$ cat src/rtl/sat_ks_pkg.sv
package sat_ks_pkg;

  localparam int NUM_REGS    = 4;
  localparam int KEY_W       = 64;
  localparam int FN_W        = 19;
  localparam int LOAD_CYCLES = 64;
  localparam int WARM_CYCLES = 250;
  localparam int ST_W        = 32;

  // clock-control taps in the steering register (for A, B, C)
  localparam int CTL_A = 15;
  localparam int CTL_B = 6;
  localparam int CTL_C = 1;

  typedef enum logic [2:0] {
    PH_IDLE = 3'd0,
    PH_LOAD = 3'd1,
    PH_WARM = 3'd2,
    PH_DL   = 3'd3,
    PH_UL   = 3'd4
  } phase_t;

  function automatic int reg_len(int idx);
    case (idx)
      0:       return 19;
      1:       return 22;
      2:       return 23;
      default: return 17;
    endcase
  endfunction

  function automatic logic [ST_W-1:0] reg_taps(int idx);
    case (idx)
      0:       return 32'h0007_2000;
      1:       return 32'h0031_1000;
      2:       return 32'h0066_0000;
      default: return 32'h0001_3100;
    endcase
  endfunction

  function automatic logic maj3(logic a, logic b, logic c);
    return (a & b) | (a & c) | (b & c);
  endfunction

  // feedback bit: parity of the state bits selected by the mask
  function automatic logic fb_parity(logic [ST_W-1:0] s, logic [ST_W-1:0] m);
    return ^(s & m);
  endfunction

  // per-register step enables during irregular clocking
  function automatic logic [NUM_REGS-1:0] ctl_enables(logic [ST_W-1:0] d, logic irr);
    logic m;
    logic [NUM_REGS-1:0] en;
    m     = maj3(d[CTL_A], d[CTL_B], d[CTL_C]);
    en[0] = irr & (d[CTL_A] == m);
    en[1] = irr & (d[CTL_B] == m);
    en[2] = irr & (d[CTL_C] == m);
    en[3] = irr;
    return en;
  endfunction

  // keystream output combiner
  function automatic logic combine_out(logic [ST_W-1:0] a, logic [ST_W-1:0] b,
                                       logic [ST_W-1:0] c);
    logic pa, pb, pc;
    pa = maj3(a[1], a[6], a[15]) ^ a[11];
    pb = maj3(b[3], b[8], b[14]) ^ b[1];
    pc = maj3(c[4], c[15], c[19]) ^ c[0];
    return pa ^ pb ^ pc;
  endfunction

  // working key: pairwise byte swap, then frame-number fold; byte 0 on top
  function automatic logic [KEY_W-1:0] prep_key(logic [KEY_W-1:0] k, logic [FN_W-1:0] f);
    logic [KEY_W-1:0] w;
    for (int b = 0; b < KEY_W / 8; b++) begin
      w[KEY_W-1-8*b -: 8] = k[KEY_W-1-8*(b ^ 1) -: 8];
    end
    w[63:56] = w[63:56] ^ f[18:11];
    w[55:48] = w[55:48] ^ {f[10:6], 3'b000};
    w[39:32] = w[39:32] ^ {f[5:4], 6'b00_0000};
    w[15:8]  = w[15:8]  ^ {f[3:0], 4'b0000};
    return w;
  endfunction

endpackage

$ cat src/rtl/ks_lfsr.sv
module ks_lfsr
  import sat_ks_pkg::*;
#(
  parameter int              LEN  = 19,
  parameter logic [ST_W-1:0] TAPS = 32'h0007_2000
) (
  input  logic            clk,
  input  logic            rst_n,
  input  logic            clr_i,
  input  logic            load_i,
  input  logic            load_bit_i,
  input  logic            force_i,
  input  logic            step_i,
  output logic [ST_W-1:0] state_o
);

  logic [LEN-1:0] st_q;
  logic [LEN-1:0] shifted;
  logic [LEN-1:0] inj;
  logic           fb;

  assign fb      = fb_parity(state_o, TAPS);
  assign shifted = {st_q[LEN-2:0], fb};
  assign inj     = {{(LEN-1){1'b0}}, load_bit_i};
  assign state_o = {{(ST_W-LEN){1'b0}}, st_q};

  always_ff @(posedge clk) begin
    if (!rst_n) begin
      st_q <= '0;
    end else if (clr_i) begin
      st_q <= '0;
    end else if (load_i) begin
      st_q <= (shifted ^ inj) | {{(LEN-1){1'b0}}, force_i};
    end else if (step_i) begin
      st_q <= shifted;
    end
  end

endmodule

$ cat src/rtl/ks_clock_ctl.sv
module ks_clock_ctl
  import sat_ks_pkg::*;
(
  input  logic [ST_W-1:0]     steer_i,
  input  logic                irregular_i,
  output logic [NUM_REGS-1:0] step_en_o
);

  assign step_en_o = ctl_enables(steer_i, irregular_i);

endmodule

$ cat src/rtl/ks_sequencer.sv
module ks_sequencer
  import sat_ks_pkg::*;
#(
  parameter int NBITS_W = 12
) (
  input  logic               clk,
  input  logic               rst_n,
  input  logic               start_i,
  input  logic               null_i,
  input  logic [KEY_W-1:0]   key_i,
  input  logic [FN_W-1:0]    frame_i,
  input  logic [NBITS_W-1:0] nbits_i,
  output phase_t             phase_o,
  output logic               clr_o,
  output logic               load_o,
  output logic               load_bit_o,
  output logic               force_o,
  output logic               irregular_o,
  output logic               valid_o,
  output logic               uplink_o,
  output logic               null_o,
  output logic               busy_o,
  output logic               done_o
);

  localparam int CNT_W = ((NBITS_W > 8) ? NBITS_W : 8) + 1;

  phase_t             phase_q;
  logic [CNT_W-1:0]   cnt_q;
  logic [CNT_W-1:0]   cnt_inc;
  logic [NBITS_W-1:0] n_q;
  logic [KEY_W-1:0]   wk_q;
  logic               null_q;
  logic               valid_q;
  logic               dir_q;
  logic               done_q;

  logic accept;
  logic load_last;
  logic warm_last;
  logic burst_last;

  assign cnt_inc    = cnt_q + CNT_W'(1);
  assign load_last  = (cnt_q == CNT_W'(LOAD_CYCLES - 1));
  assign warm_last  = (cnt_q == CNT_W'(WARM_CYCLES - 1));
  assign burst_last = (cnt_inc == CNT_W'(n_q));

  assign busy_o      = (phase_q != PH_IDLE) || done_q;
  assign accept      = start_i && !busy_o;
  assign clr_o       = accept;
  assign load_o      = (phase_q == PH_LOAD);
  assign load_bit_o  = wk_q[KEY_W-1];
  assign force_o     = load_o && load_last;
  assign irregular_o = (phase_q == PH_WARM) || (phase_q == PH_DL) || (phase_q == PH_UL);
  assign phase_o     = phase_q;
  assign valid_o     = valid_q;
  assign uplink_o    = dir_q;
  assign null_o      = null_q;
  assign done_o      = done_q;

  always_ff @(posedge clk) begin
    if (!rst_n) begin
      phase_q <= PH_IDLE;
      cnt_q   <= '0;
      n_q     <= '0;
      wk_q    <= '0;
      null_q  <= 1'b0;
      valid_q <= 1'b0;
      dir_q   <= 1'b0;
      done_q  <= 1'b0;
    end else begin
      valid_q <= 1'b0;
      done_q  <= 1'b0;
      case (phase_q)
        PH_IDLE: begin
          if (accept) begin
            phase_q <= PH_LOAD;
            cnt_q   <= '0;
            n_q     <= nbits_i;
            null_q  <= null_i;
            wk_q    <= prep_key(key_i, frame_i);
          end
        end
        PH_LOAD: begin
          wk_q <= {wk_q[KEY_W-2:0], 1'b0};
          if (load_last) begin
            phase_q <= PH_WARM;
            cnt_q   <= '0;
          end else begin
            cnt_q <= cnt_inc;
          end
        end
        PH_WARM: begin
          if (warm_last) begin
            cnt_q <= '0;
            if (n_q == '0) begin
              phase_q <= PH_IDLE;
              done_q  <= 1'b1;
            end else begin
              phase_q <= PH_DL;
            end
          end else begin
            cnt_q <= cnt_inc;
          end
        end
        PH_DL: begin
          valid_q <= 1'b1;
          dir_q   <= 1'b0;
          if (burst_last) begin
            phase_q <= PH_UL;
            cnt_q   <= '0;
          end else begin
            cnt_q <= cnt_inc;
          end
        end
        PH_UL: begin
          valid_q <= 1'b1;
          dir_q   <= 1'b1;
          if (burst_last) begin
            phase_q <= PH_IDLE;
            cnt_q   <= '0;
            done_q  <= 1'b1;
          end else begin
            cnt_q <= cnt_inc;
          end
        end
        default: phase_q <= PH_IDLE;
      endcase
    end
  end

  AST_DONE_SINGLE: assert property (@(posedge clk) disable iff (!rst_n)
    done_q |=> !done_q);
  AST_BUSY_START_IGNORED: assert property (@(posedge clk) disable iff (!rst_n)
    (start_i && phase_q == PH_WARM) |=> (phase_q != PH_LOAD));
  AST_NO_VALID_BEFORE_OUT: assert property (@(posedge clk) disable iff (!rst_n)
    (phase_q == PH_IDLE || phase_q == PH_LOAD || phase_q == PH_WARM) |=> !valid_q);

endmodule

$ cat src/rtl/sat_keystream_gen.sv
module sat_keystream_gen
  import sat_ks_pkg::*;
#(
  parameter int NBITS_W = 12
) (
  input  logic               clk,
  input  logic               rst_n,
  input  logic               start_i,
  input  logic               null_mode_i,
  input  logic [63:0]        key_i,
  input  logic [18:0]        frame_i,
  input  logic [NBITS_W-1:0] nbits_i,
  output logic               ks_bit_o,
  output logic               ks_valid_o,
  output logic               uplink_o,
  output logic               busy_o,
  output logic               done_o
);

  phase_t              phase;
  logic                clr;
  logic                load;
  logic                load_bit;
  logic                force_one;
  logic                irregular;
  logic                valid;
  logic                null_sel;
  logic [NUM_REGS-1:0] step_en;
  logic [ST_W-1:0]     reg_st [NUM_REGS];
  logic                raw_bit;

  ks_sequencer #(.NBITS_W(NBITS_W)) u_seq (
    .clk         (clk),
    .rst_n       (rst_n),
    .start_i     (start_i),
    .null_i      (null_mode_i),
    .key_i       (key_i),
    .frame_i     (frame_i),
    .nbits_i     (nbits_i),
    .phase_o     (phase),
    .clr_o       (clr),
    .load_o      (load),
    .load_bit_o  (load_bit),
    .force_o     (force_one),
    .irregular_o (irregular),
    .valid_o     (valid),
    .uplink_o    (uplink_o),
    .null_o      (null_sel),
    .busy_o      (busy_o),
    .done_o      (done_o)
  );

  ks_clock_ctl u_ctl (
    .steer_i     (reg_st[NUM_REGS-1]),
    .irregular_i (irregular),
    .step_en_o   (step_en)
  );

  for (genvar g = 0; g < NUM_REGS; g++) begin : g_reg
    localparam int              G_LEN  = reg_len(g);
    localparam logic [ST_W-1:0] G_TAPS = reg_taps(g);

    ks_lfsr #(.LEN(G_LEN), .TAPS(G_TAPS)) u_lfsr (
      .clk        (clk),
      .rst_n      (rst_n),
      .clr_i      (clr),
      .load_i     (load),
      .load_bit_i (load_bit),
      .force_i    (force_one),
      .step_i     (step_en[g]),
      .state_o    (reg_st[g])
    );

    AST_HOLD_UNSTEPPED: assert property (@(posedge clk) disable iff (!rst_n)
      (irregular && !step_en[g] && !clr) |=> $stable(reg_st[g]));
  end

  assign raw_bit    = combine_out(reg_st[0], reg_st[1], reg_st[2]);
  assign ks_valid_o = valid;
  assign ks_bit_o   = valid & ~null_sel & raw_bit;

  AST_LOAD_FROM_ZERO: assert property (@(posedge clk) disable iff (!rst_n)
    $rose(phase == PH_LOAD) |-> ((reg_st[0] | reg_st[1] | reg_st[2] | reg_st[3]) == '0));
  AST_FORCED_ONES: assert property (@(posedge clk) disable iff (!rst_n)
    $rose(phase == PH_WARM) |-> (reg_st[0][0] && reg_st[1][0] && reg_st[2][0] && reg_st[3][0]));
  AST_NULL_ZERO: assert property (@(posedge clk) disable iff (!rst_n)
    (ks_valid_o && null_sel) |-> !ks_bit_o);
  AST_VALID_IN_RUN: assert property (@(posedge clk) disable iff (!rst_n)
    ks_valid_o |-> busy_o);
  AST_STEER_ALWAYS: assert property (@(posedge clk) disable iff (!rst_n)
    irregular |-> (step_en[NUM_REGS-1] && $countones(step_en[NUM_REGS-2:0]) >= 2));

endmodule

$ cat config.mk
export PLATFORM = sky130hd
export DESIGN_NAME = sat_keystream_gen
export DESIGN_NICKNAME = d
export VERILOG_FILES = /design/src/rtl/sat_ks_pkg.sv /design/src/rtl/ks_lfsr.sv /design/src/rtl/ks_clock_ctl.sv /design/src/rtl/ks_sequencer.sv /design/src/rtl/sat_keystream_gen.sv
export SDC_FILE = /design/constraint.sdc
export NUM_CORES = 1
export LEC_CHECK = 0
export ABC_CLOCK_PERIOD_IN_PS = 3700
export BUFFER_PORTS_ARGS = -buffer_cell sky130_fd_sc_hd__buf_2
export CORE_MARGIN = 4
export CORE_UTILIZATION = 45
export DETAILED_ROUTE_END_ITERATION = 8
export GPL_TIMING_DRIVEN = 0
export PLACE_DENSITY_LB_ADDON = 0.25
export SLEW_MARGIN = 15
export SYNTH_ARGS = -nofsm -noshare
export SYNTH_HDL_FRONTEND = slang
export SYNTH_SLANG_ARGS = --single-unit
$ cat constraint.sdc
create_clock -name clk -period 3.7 [get_ports clk]
set_clock_uncertainty 0.15 [all_clocks]
set_input_delay 0.37 -clock clk [delete_from_list [all_inputs] [get_ports clk]]
set_output_delay 0.37 -clock clk [all_outputs]
set_load 0.02 [all_outputs]
==> results of run 1 <==
## cell families (layout without fill, tap and decap cells)
logic type      count (synthesis)  count (layout)  synth area share [%]
simple gates                  412             412                  22.4
flops                         177             177                  43.7
buf+inv                        74             208                  3.84
other cells                     0               1                     0
fa+ha+maj                       5               5                 0.679
mux                            63              63                  7.78
compound gates                152             152                  14.5
xor+xnor                       66              66                  7.13
## layout make-up
type,count,area (µm²)
tap,225,282
multi-input combinational,698,4260
buffer,68,289
clock buffer,22,464
antenna,1,2.50
sequential,177,3540
inverter,6,22.5
fill,1629,7970
timing repair buffer,103,515
clock inverter,9,131
## power groups by stage
stage	sequential (W)	clock (W)	combinational (W)
global route	0.00205	0.00193	0.000604
finish	0.00204	0.00183	0.000538
global placement	0.00209	0	0.000533
CTS	0.00204	0.00185	0.000544
detailed placement	0.00209	0	0.000540
floorplan	0.00207	0	0.000384
## registers in the layout, indices dropped and copies added (netlist names), 3 cells and up
register,cells
u_seq.n_q,12
u_seq.wk_q,64
u_seq.phase_o,3
u_seq.cnt_q,13
g.u_lfsr.st_q,81
## how the worst max path moves through the flow
stage,start,endpoint,slack (ps),cells after the start
3_5_place_dp,u_seq.cnt_q[0],u_seq.cnt_q[7],850,8
4_1_cts,u_seq.cnt_q[0],u_seq.cnt_q[7],820,8
5_1_grt,u_seq.cnt_q[0],u_seq.cnt_q[9],670,8
2_1_floorplan,u_seq.cnt_q[0],u_seq.cnt_q[11],1340,8
3_3_place_gp,u_seq.cnt_q[0],u_seq.cnt_q[7],890,8
6_report,u_seq.cnt_q[0],u_seq.cnt_q[7],870,8
## synthesized netlist by cell type, types with 7 or more instances
master	n
xor2_1	12
nand2_1	218
and2_1	7
nand3_1	51
buf_2	15
xnor2_1	54
o21ai_0	7
clkbuf_1	46
nand4_1	8
nor2_1	84
a21oi_1	28
nor4_1	7
a21boi_0	32
dfxtp_1	177
o211a_1	44
o211ai_1	21
mux2i_1	63
## tightest hold or removal path, delay by kind of cell
kind | cells | cell delay [ps]
buffers and inverters | 1 | 90
AO/OA/AOI/OAI | 1 | 50
AND/OR/NAND/NOR | 1 | 40
## per-stage QoR
| stage | cell area (µm²) | total power, W |
|---|---|---|
| after CTS | 9500 | 0.00444 |
| after global placement | 8910 | 0.00262 |
| after floorplan | 8110 | 0.00245 |
| after global routing | 9510 | 0.00458 |
| final | 9510 | 0.00441 |
| after detailed placement | 8910 | 0.00263 |
## routing by layer
layer  share of wire [%]  GRT usage, %  up-vias
met5                0.22             0        -
li1                    -             -     3487
met2                  47          29.4      101
met3                 4.8          5.17       22
met4                 1.3          5.61        6
met1                  47          24.2     3115
==> run_results.csv, run 1 <==
group,metric,value,unit
status,status,"completed",
sta,period_needed,2830,ps
logic_synthesis,synth-seq-area-share,43.7,%
clock_tree,cts_root_buf,"clkbuf_16",
setup_path,cpMaxStageDelayCell,"a211oi_4",
die,io_pins,104,
detailed_routing,first_pass_iters,4,
setup_path,worst-path-buf-inv,0,
grt,overflow,0,
job,maxCapViolCount,0,
grt,track_usage,18.4,%
logic_synthesis,syn_area,8110,µm²
pwr,seqPwrFrac,46.4,%
final_layout,fin_cells,1309,
worst_hold_path,min_from,"key_i[8]",
pwr,p_per_area,464,nW/µm²
sta,maxSlewViolCount,0,
pwr,power_frac_comb,12.2,%
logic_synthesis,syn_area_per_cell,8.55,µm²
clock_tree,cts_resized,0,
die,die_area,20200,µm²
die,die_width,142,µm
clock_tree,worstSkewPairLatency,430,ps
logic_synthesis,yosysTopAreaCellShare,43.7,%
grt,antenna_found_initial,4,
final_layout,drive_gt1_share,14.9,%
setup_path,worst-r2r-cell-count,8,
logic_synthesis,ys_warn_count,0,
worst_hold_path,holdPathEnd,"u_seq.wk_q[0]",
pwr,power_switching,0.00110,W
sta,rsz0062_at_grt,"false",
setup_path,rrSetupSlack,870,ps
pwr,p_int,0.00331,W
setup_path,critical_path.top_delay_family,"simple AND/OR/NAND/NOR gates",
setup_path,cp_cell_sequence,"ha_1 -> nand3_2 -> nor3_1 -> xor2_1 -> nor4_2 -> nand4_2 -> a211oi_4 -> nor3b_1",
detailed_routing,wl_per_cell,14.1,µm
pwr,switching_share,24.9,%
sta,finalSetupTns,0,ps
setup_path,critPathLaunchType,"register",
clock_tree,htreeDepth,4,
sta,timing_hold_violations_final,0,
clock_tree,cts_buffer_depth,2,
setup_path,worstPathMaxFanout,8,
final_layout,final_util,54.4,%
logic_synthesis,yosysTopAreaCell,"dfxtp_1",
placed_design,dpl_worst_slack,846,ps
die,rows,48,
sta,worst_slack,867,ps
sta,post-route-period-util,76.6,%
setup_path,cp_slowest_stage_delay,480,ps
detailed_routing,drc,0,
clock_tree,hold_buffers,0,
sta,slew_headroom,53.5,%
detailed_routing,drt-total-wl,18.4,mm
logic_synthesis,synth_flop_cell,"dfxtp_1",
clock_tree,post_cts_buffers,0,
final_layout,final_cell_mix,"nand2_1 (218), dfxtp_1 (177), buf_2 (118)",
placed_design,dp_hpwl,13.5,mm
die,coreArea,17500,µm²
setup_path,path_class,"register to register",
clock_tree,clk_pin_slew_worst_paths,60,ps
detailed_routing,viasPerCell,5.14,
setup_path,required,3840,ps
setup_path,cp-end-kind,"register",
setup_path,reg2reg_from,"u_seq.cnt_q[0]",
sta,tightest_slew,693,ps
detailed_routing,ant_nets,0,
detailed_routing,vias,6731,
clock_tree,numCtsBuffers,17,
grt,grt_pass1_vias,6380,
pwr,clockPowerShare,41.4,%
logic_synthesis,synth-seq-cells,177,
sta,holdWs,33.9,ps
placed_design,place_inst,1277,
sta,max_freq,0.353,GHz
die,initial_core_util,46.4,%
logic_synthesis,synthArstFlopShare,0,%
placed_design,numPortBuffers,103,
worst_hold_path,whs_path_depth,3,
grt,grt_pass1_wl,30.5,mm
final_layout,nets,1172,
pwr,cellLeakagePower,4.12,nW
placed_design,gp_congestion,0.860,
logic_synthesis,syn_nets,1050,
clock_tree,cts_tree,"yes",
sta,finalSetupViolations,0,
logic_synthesis,synthTopCellsByArea,"dfxtp_1 (44%), nand2_1 (10%), mux2i_1 (7.8%)",
pwr,vdd_drop_max,0.326,mV
logic_synthesis,synthCells,949,
final_layout,final_common_cell,"nand2_1",
grt,grt_max_degree,17,
worst_hold_path,min_path_type,"primary input to register",
final_layout,synthToLayoutAreaGrowth,17.2,%
setup_path,r2r-end,"u_seq.cnt_q[7]",
setup_path,worst_ep_arrival_time,2970,ps
logic_synthesis,synth_cell_types,51,
die,die_h,142,µm
clock_tree,clkSinkCount,177,
logic_synthesis,synth-edff-count,0,
detailed_routing,drtIter0Drc,442,
Note: power is estimated with default switching activity, not from simulation.
==> inputs of run 2 (changes only) <==
- ABC_AREA: unset -> 1
- ABC_CLOCK_PERIOD_IN_PS: 3700 -> 2600
- clock period: 3.7 -> 2.6 ns (I/O delays scaled with it)
==> run 2 against run 1 <==
Via count is 15% higher. Count of clock-buffer cells in the layout is 5 lower. Critical path depth is 1 lower. Synthesized area is 3.0% lower. Sequential share of layout area is 1.3 points lower. Hold slack better by 30 ps. Synthesized cell count is 12% higher. Flip-flop and latch count stayed put. Design area is 3.6% higher. Clock power is 39% higher. Routed wire length is 12% higher. Highest routed layer is now met4.
==> run_results.csv, run 2 <==
group,metric,value,unit
status,status,"completed",
logic_synthesis,synth-edff-count,0,
detailed_routing,first_pass_iters,5,
detailed_routing,viasPerCell,5.24,
clock_tree,post_cts_buffers,0,
sta,timing_hold_violations_final,0,
die,io_pins,104,
grt,track_usage,21.0,%
detailed_routing,ant_nets,0,
sta,tightest_slew,638,ps
die,initial_core_util,45.6,%
sta,maxSlewViolCount,0,
placed_design,gp_congestion,0.861,
detailed_routing,drc,0,
sta,finalSetupViolations,0,
logic_synthesis,synth-seq-area-share,45.1,%
detailed_routing,vias,7749,
die,die_h,140,µm
clock_tree,cts_tree,"yes",
logic_synthesis,yosysTopAreaCellShare,45.1,%
clock_tree,cts_root_buf,"clkbuf_16",
die,rows,48,
sta,post-route-period-util,93.8,%
sta,period_needed,2440,ps
detailed_routing,drtIter0Drc,478,
grt,grt_pass1_vias,7252,
logic_synthesis,synthCells,1062,
grt,antenna_found_initial,0,
logic_synthesis,yosysTopAreaCell,"dfxtp_1",
logic_synthesis,synth_flop_cell,"dfxtp_1",
setup_path,critPathLaunchType,"register",
clock_tree,clkSinkCount,177,
logic_synthesis,synthTopCellsByArea,"dfxtp_1 (45%), nand2_1 (10%), o21ai_0 (8.5%)",
clock_tree,htreeDepth,4,
placed_design,numPortBuffers,103,
pwr,p_per_area,1090,nW/µm²
detailed_routing,drt-total-wl,20.5,mm
sta,finalSetupTns,0,ps
setup_path,worst_ep_arrival_time,2030,ps
logic_synthesis,synth_cell_types,37,
final_layout,nFillCells,1544,
grt,grt_max_degree,17,
sta,holdWs,64.3,ps
grt,grt_pass1_wl,34.4,mm
logic_synthesis,syn_area_per_cell,7.40,µm²
logic_synthesis,post-synth-top-count-cell,"nand2_1",
logic_synthesis,syn_nets,1163,
final_layout,nets,1343,
clock_tree,clk_pin_slew_worst_paths,70,ps
pwr,finalPower,0.0108,W
pwr,cellLeakagePower,4.00,nW
die,die_area,19700,µm²
placed_design,dp_hpwl,13.7,mm
final_layout,synthToLayoutAreaGrowth,25.2,%
setup_path,path_class,"register to primary output",
grt,overflow,0,
logic_synthesis,synthSimpleGateAreaFrac,22.1,%
logic_synthesis,synth_compound_area_share,20.5,%
placed_design,postPlaceCellArea,8660,µm²
setup_path,worstPathMaxFanout,4,
logic_synthesis,synth_commonest_cells,"nand2_1 (216), dfxtp_1 (177), o21ai_0 (133)",
final_layout,final_common_cell,"nand2_1",
clock_tree,numCtsBuffers,17,
final_layout,design_area,9850,µm²
die,die_width,140,µm
setup_path,required,2190,ps
job,maxCapViolCount,0,
clock_tree,worstSkewPairLatency,430,ps
setup_path,cp-end-kind,"primary output",
logic_synthesis,synth_top_family_by_area,"simple AND/OR/NAND/NOR gates",
logic_synthesis,synthArstFlopShare,0,%
final_layout,largest_reg_flops,81,
worst_hold_path,min_path_type,"primary input to register",
logic_synthesis,synth_xor_area_share,5.08,%
die,coreArea,17200,µm²
final_layout,drive_gt1_share,15.0,%
final_layout,num_antenna_cells,0,
sta,max_freq,0.410,GHz
logic_synthesis,syn_area,7860,µm²
logic_synthesis,synth_fa_ha_area_share,0.318,%
final_layout,regMostFlops,"g.u_lfsr.st_q",
final_layout,largestRegisters,"g.u_lfsr.st_q (81), u_seq.wk_q (64), u_seq.cnt_q (13)",
logic_synthesis,synth.area.mux_share,0,%
logic_synthesis,synth-seq-cells,177,
clock_tree,cts_buffer_depth,2,
pwr,vdd_drop_max,0.563,mV
sta,slew_headroom,57.5,%
final_layout,final_cell_mix,"nand2_1 (214), dfxtp_1 (176), o21ai_0 (133)",
detailed_routing,wl_per_cell,13.9,µm
logic_synthesis,ys_warn_count,0,
## run 2: power breakdown
part,total [W],internal [W],leakage [nW],switching [W]
combinational,0.00397,0.00138,2.27,0.00259
sequential,0.00425,0.00373,1.45,0.000525
clock,0.00254,0.00142,0.276,0.00112
## run 2: kinds of logic (layout without fill, tap and decap cells)
kind of cell             after synthesis  in the layout
AO/OA/AOI/OAI                        298            298
XOR/XNOR                              44             44
adder cells (fa/ha/maj)                2              2
buffers and inverters                135            328
flip-flops                           177            177
AND/OR/NAND/NOR                      406            406
## run 2: metal layers
metal  vias up  track usage [%]  wire length (µm)
met3        36             4.30              1160
met1      3587             27.8              9390
met2       220             34.3              9560
li1       3906                -                 -
met4         0             7.09               426
met5         -                0                 0
## run 2: final cells by class
class	instances	area (µm²)	share of cell area, %
Multi-Input combinational cell	750	3790	38.5
Sequential cell	177	3540	36.0
Timing Repair Buffer	161	1100	11.1
Clock buffer	17	425	4.32
Tap cell	225	282	2.86
Buffer	63	280	2.85
Inverter	72	270	2.74
Clock inverter	15	158	1.60
## run 2: worst max-delay path, stage by stage (launching register included)
cell and delay [ps]:
dfxtp_1 330, o21a_1 180, a21oi_1 140, xor2_1 210, xor2_1 270, xor2_1 250, nor2_1 60, buf_2 160
## run 2: path summary, 6_finish.rpt
check | from | to | slack, ps | cells after the start
worst max-delay path | g_reg[1].u_lfsr.st_q[8] | ks_bit_o | 160 | 7
worst min register to register | g_reg[2].u_lfsr.st_q[20] | g_reg[2].u_lfsr.st_q[21] | 300 | 2
worst max register to register | u_seq.cnt_q[1] | u_seq.cnt_q[10] | 190 | 11
worst min-delay path | frame_i[9] | u_seq.wk_q[54] | 60 | 5
## run 2: metrics by stage
step | setup WS (ps) | util [%] | std cells
finish | 162 | 57.1 | 1480
global route | -70.0 | 57.1 | 1480
CTS | 118 | 57.0 | 1480
detailed placement | 161 | 50.2 | 1390
global placement | 145 | 50.2 | 1390
floorplan | 542 | - | 1062
## run 2: what timing repair did
item                                    4_1_cts  5_1_grt
endpoints found under the setup margin        0       42
gates resized for setup                       0        6
endpoints found under the hold margin        58        0
hold buffers                                 58        0
==> inputs of run 3 (changes only) <==
- ABC_CLOCK_PERIOD_IN_PS: 2600 -> 2400
- clock period: 2.6 -> 2.4 ns (I/O delays scaled with it)
==> run 3 against run 2 <==
Sequential power grew 8.5%. Hold slack got worse by 20 ps. Setup slack worse by 120 ps. Flip-flop and latch count is the same. Sequential share of layout area decreased by 0.59 points. Largest power group unchanged.
==> run_results.csv, run 3 (synthesized netlist as in run 2, its figures left out) <==
group,metric,value,unit
status,status,"completed",
sta,slew_headroom,57.8,%
clock_tree,clkSinkCount,177,
clock_tree,cts_tree,"yes",
detailed_routing,viasPerCell,5.22,
sta,max_freq,0.423,GHz
detailed_routing,first_pass_iters,5,
sta,rsz0062_at_grt,"true",
clock_tree,cts_buffer_depth,2,
setup_path,r2r-end,"u_seq.cnt_q[9]",
grt,grt_max_degree,17,
die,rows,48,
clock_tree,numCtsBuffers,17,
final_layout,regMostFlops,"g.u_lfsr.st_q",
worst_hold_path,min_path_type,"primary input to register",
clock_tree,cts_root_buf,"clkbuf_16",
final_layout,nFillCells,1522,
grt,overflow,0,
setup_path,reg2reg_from,"u_seq.cnt_q[0]",
die,die_width,140,µm
setup_path,cpMaxStageDelayCell,"dfxtp_2",
final_layout,final_common_cell,"nand2_1",
setup_path,worst_ep_arrival_time,1970,ps
pwr,cellLeakagePower,4.08,nW
placed_design,numPortBuffers,103,
final_layout,final_cell_mix,"nand2_1 (213), dfxtp_1 (173), o21ai_0 (133)",
sta,period_needed,2360,ps
setup_path,critical_path.top_delay_family,"XOR/XNOR gates",
setup_path,critPathLaunchType,"register",
setup_path,startpoint,"g_reg[1].u_lfsr.st_q[8]",
pwr,p_per_area,1170,nW/µm²
placed_design,dp_hpwl,13.7,mm
sta,post-route-period-util,98.4,%
final_layout,design_area,10000,µm²
grt,track_usage,21.1,%
clock_tree,worstSkewPairLatency,430,ps
detailed_routing,ant_nets,0,
setup_path,cp-end-kind,"primary output",
final_layout,largestRegisters,"g.u_lfsr.st_q (81), u_seq.wk_q (64), u_seq.cnt_q (13)",
detailed_routing,drc,0,
final_layout,num_antenna_cells,0,
setup_path,rrSetupSlack,100,ps
setup_path,cp_slowest_stage_delay,320,ps
clock_tree,htreeDepth,4,
grt,grt_pass1_vias,7267,
sta,tightest_slew,632,ps
setup_path,worstPathMaxFanout,2,
sta,maxSlewViolCount,0,
sta,timing_hold_violations_final,0,
setup_path,cp_cell_sequence,"o21a_1 -> a21oi_2 -> xor2_1 -> xor2_1 -> xor2_1 -> nor2_1 -> buf_4",
sta,finalSetupViolations,0,
job,maxCapViolCount,0,
setup_path,path_class,"register to primary output",
die,coreArea,17200,µm²
detailed_routing,drt-total-wl,20.8,mm
pwr,vdd_drop_max,0.628,mV
worst_hold_path,whs_path_depth,5,
die,initial_core_util,45.6,%
clock_tree,clk_pin_slew_worst_paths,70,ps
final_layout,largest_reg_flops,81,
final_layout,nets,1352,
setup_path,required,2010,ps
detailed_routing,wl_per_cell,14.0,µm
setup_path,worst-r2r-cell-count,13,
final_layout,synthToLayoutAreaGrowth,27.6,%
grt,antenna_found_initial,0,
worst_hold_path,min_from,"frame_i[9]",
setup_path,crit_path_frequent_cell,"xor2_1",
final_layout,drive_gt1_share,17.2,%
placed_design,gp_congestion,0.861,
final_layout,final_util,58.2,%
pwr,finalPower,0.0118,W
placed_design,postPlaceCellArea,8660,µm²
detailed_routing,drtIter0Drc,527,
die,io_pins,104,
die,die_h,140,µm
setup_path,worst-path-buf-inv,1,
die,die_area,19700,µm²
worst_hold_path,holdPathEnd,"u_seq.wk_q[54]",
detailed_routing,vias,7767,
grt,grt_pass1_wl,34.5,mm
run 3: changes by cell type in the layout (fill, tap and decap cells not counted), moves of 3 or more:
cell,before,now
a21oi_1,93,90
a21oi_2,2,5
buf_4,1,11
dfxtp_1,176,173
nand3_1,42,33
nand3_2,1,9
run 3: metal layers:
metal	global-route usage, %	vias to the layer above	part of all wire (%)
met5	0	-	0
met4	7.09	0	1.9
met3	4.30	30	5.8
met2	34.5	216	47
met1	27.8	3585	45
li1	-	3936	-
run 3: repair_timing:
action | CTS | global route
pin swaps | 2 | 9
resized for setup | 7 | 28
cloned | 0 | 1
buffers inserted | 3 | 5
hold buffers | 58 | 0
endpoints found under the hold margin | 58 | 0
setup endpoints to repair | 27 | 100
run 3: tightest hold or removal path, stage by stage:
cell and delay, ps:
buf_2 80, xnor2_1 100, nor2_1 40, nand2_1 50, a31oi_1 70
run 3: per-stage QoR:
stage	setup WS (ps)	TNS, ps	std cells	hold slack [ps]
final	38.3	0	1489	44.5
after global routing	-99.4	-913	1489	81.2
after CTS	-8.22	-8.22	1483	39.9
after detailed placement	-38.8	-312	1390	297
after global placement	-55.4	-409	1390	290
after floorplan	342	0	1062	239
run 3: final cells by class:
| type | instances | area, µm² | share of cell area, % |
|---|---|---|---|
| Multi-Input combinational cell | 750 | 3880 | 38.6 |
| Sequential cell | 177 | 3550 | 35.4 |
| Timing Repair Buffer | 170 | 1180 | 11.8 |
| Clock buffer | 17 | 425 | 4.24 |
| Buffer | 63 | 287 | 2.85 |
| Tap cell | 225 | 282 | 2.80 |
| Inverter | 72 | 270 | 2.69 |
| Clock inverter | 15 | 158 | 1.57 |
run 3: worst max path at each step:
stage                            endpoint  slack (ps)  cells past startpoint
after floorplan           u_seq.cnt_q[10]         340                     11
after CTS                        ks_bit_o          -8                      7
final                            ks_bit_o          40                      7
after detailed placement  u_seq.cnt_q[10]         -40                     11
after global routing      u_seq.cnt_q[10]        -100                     15
after global placement    u_seq.cnt_q[10]         -60                     11
run 3: power breakdown:
part	switching [W]	total (W)	leakage, nW	internal (W)
Clock	0.00121	0.00275	0.276	0.00154
Combinational	0.00285	0.00440	2.35	0.00154
Sequential	0.000569	0.00461	1.45	0.00404
Total	0.00464	0.0118	4.08	0.00712
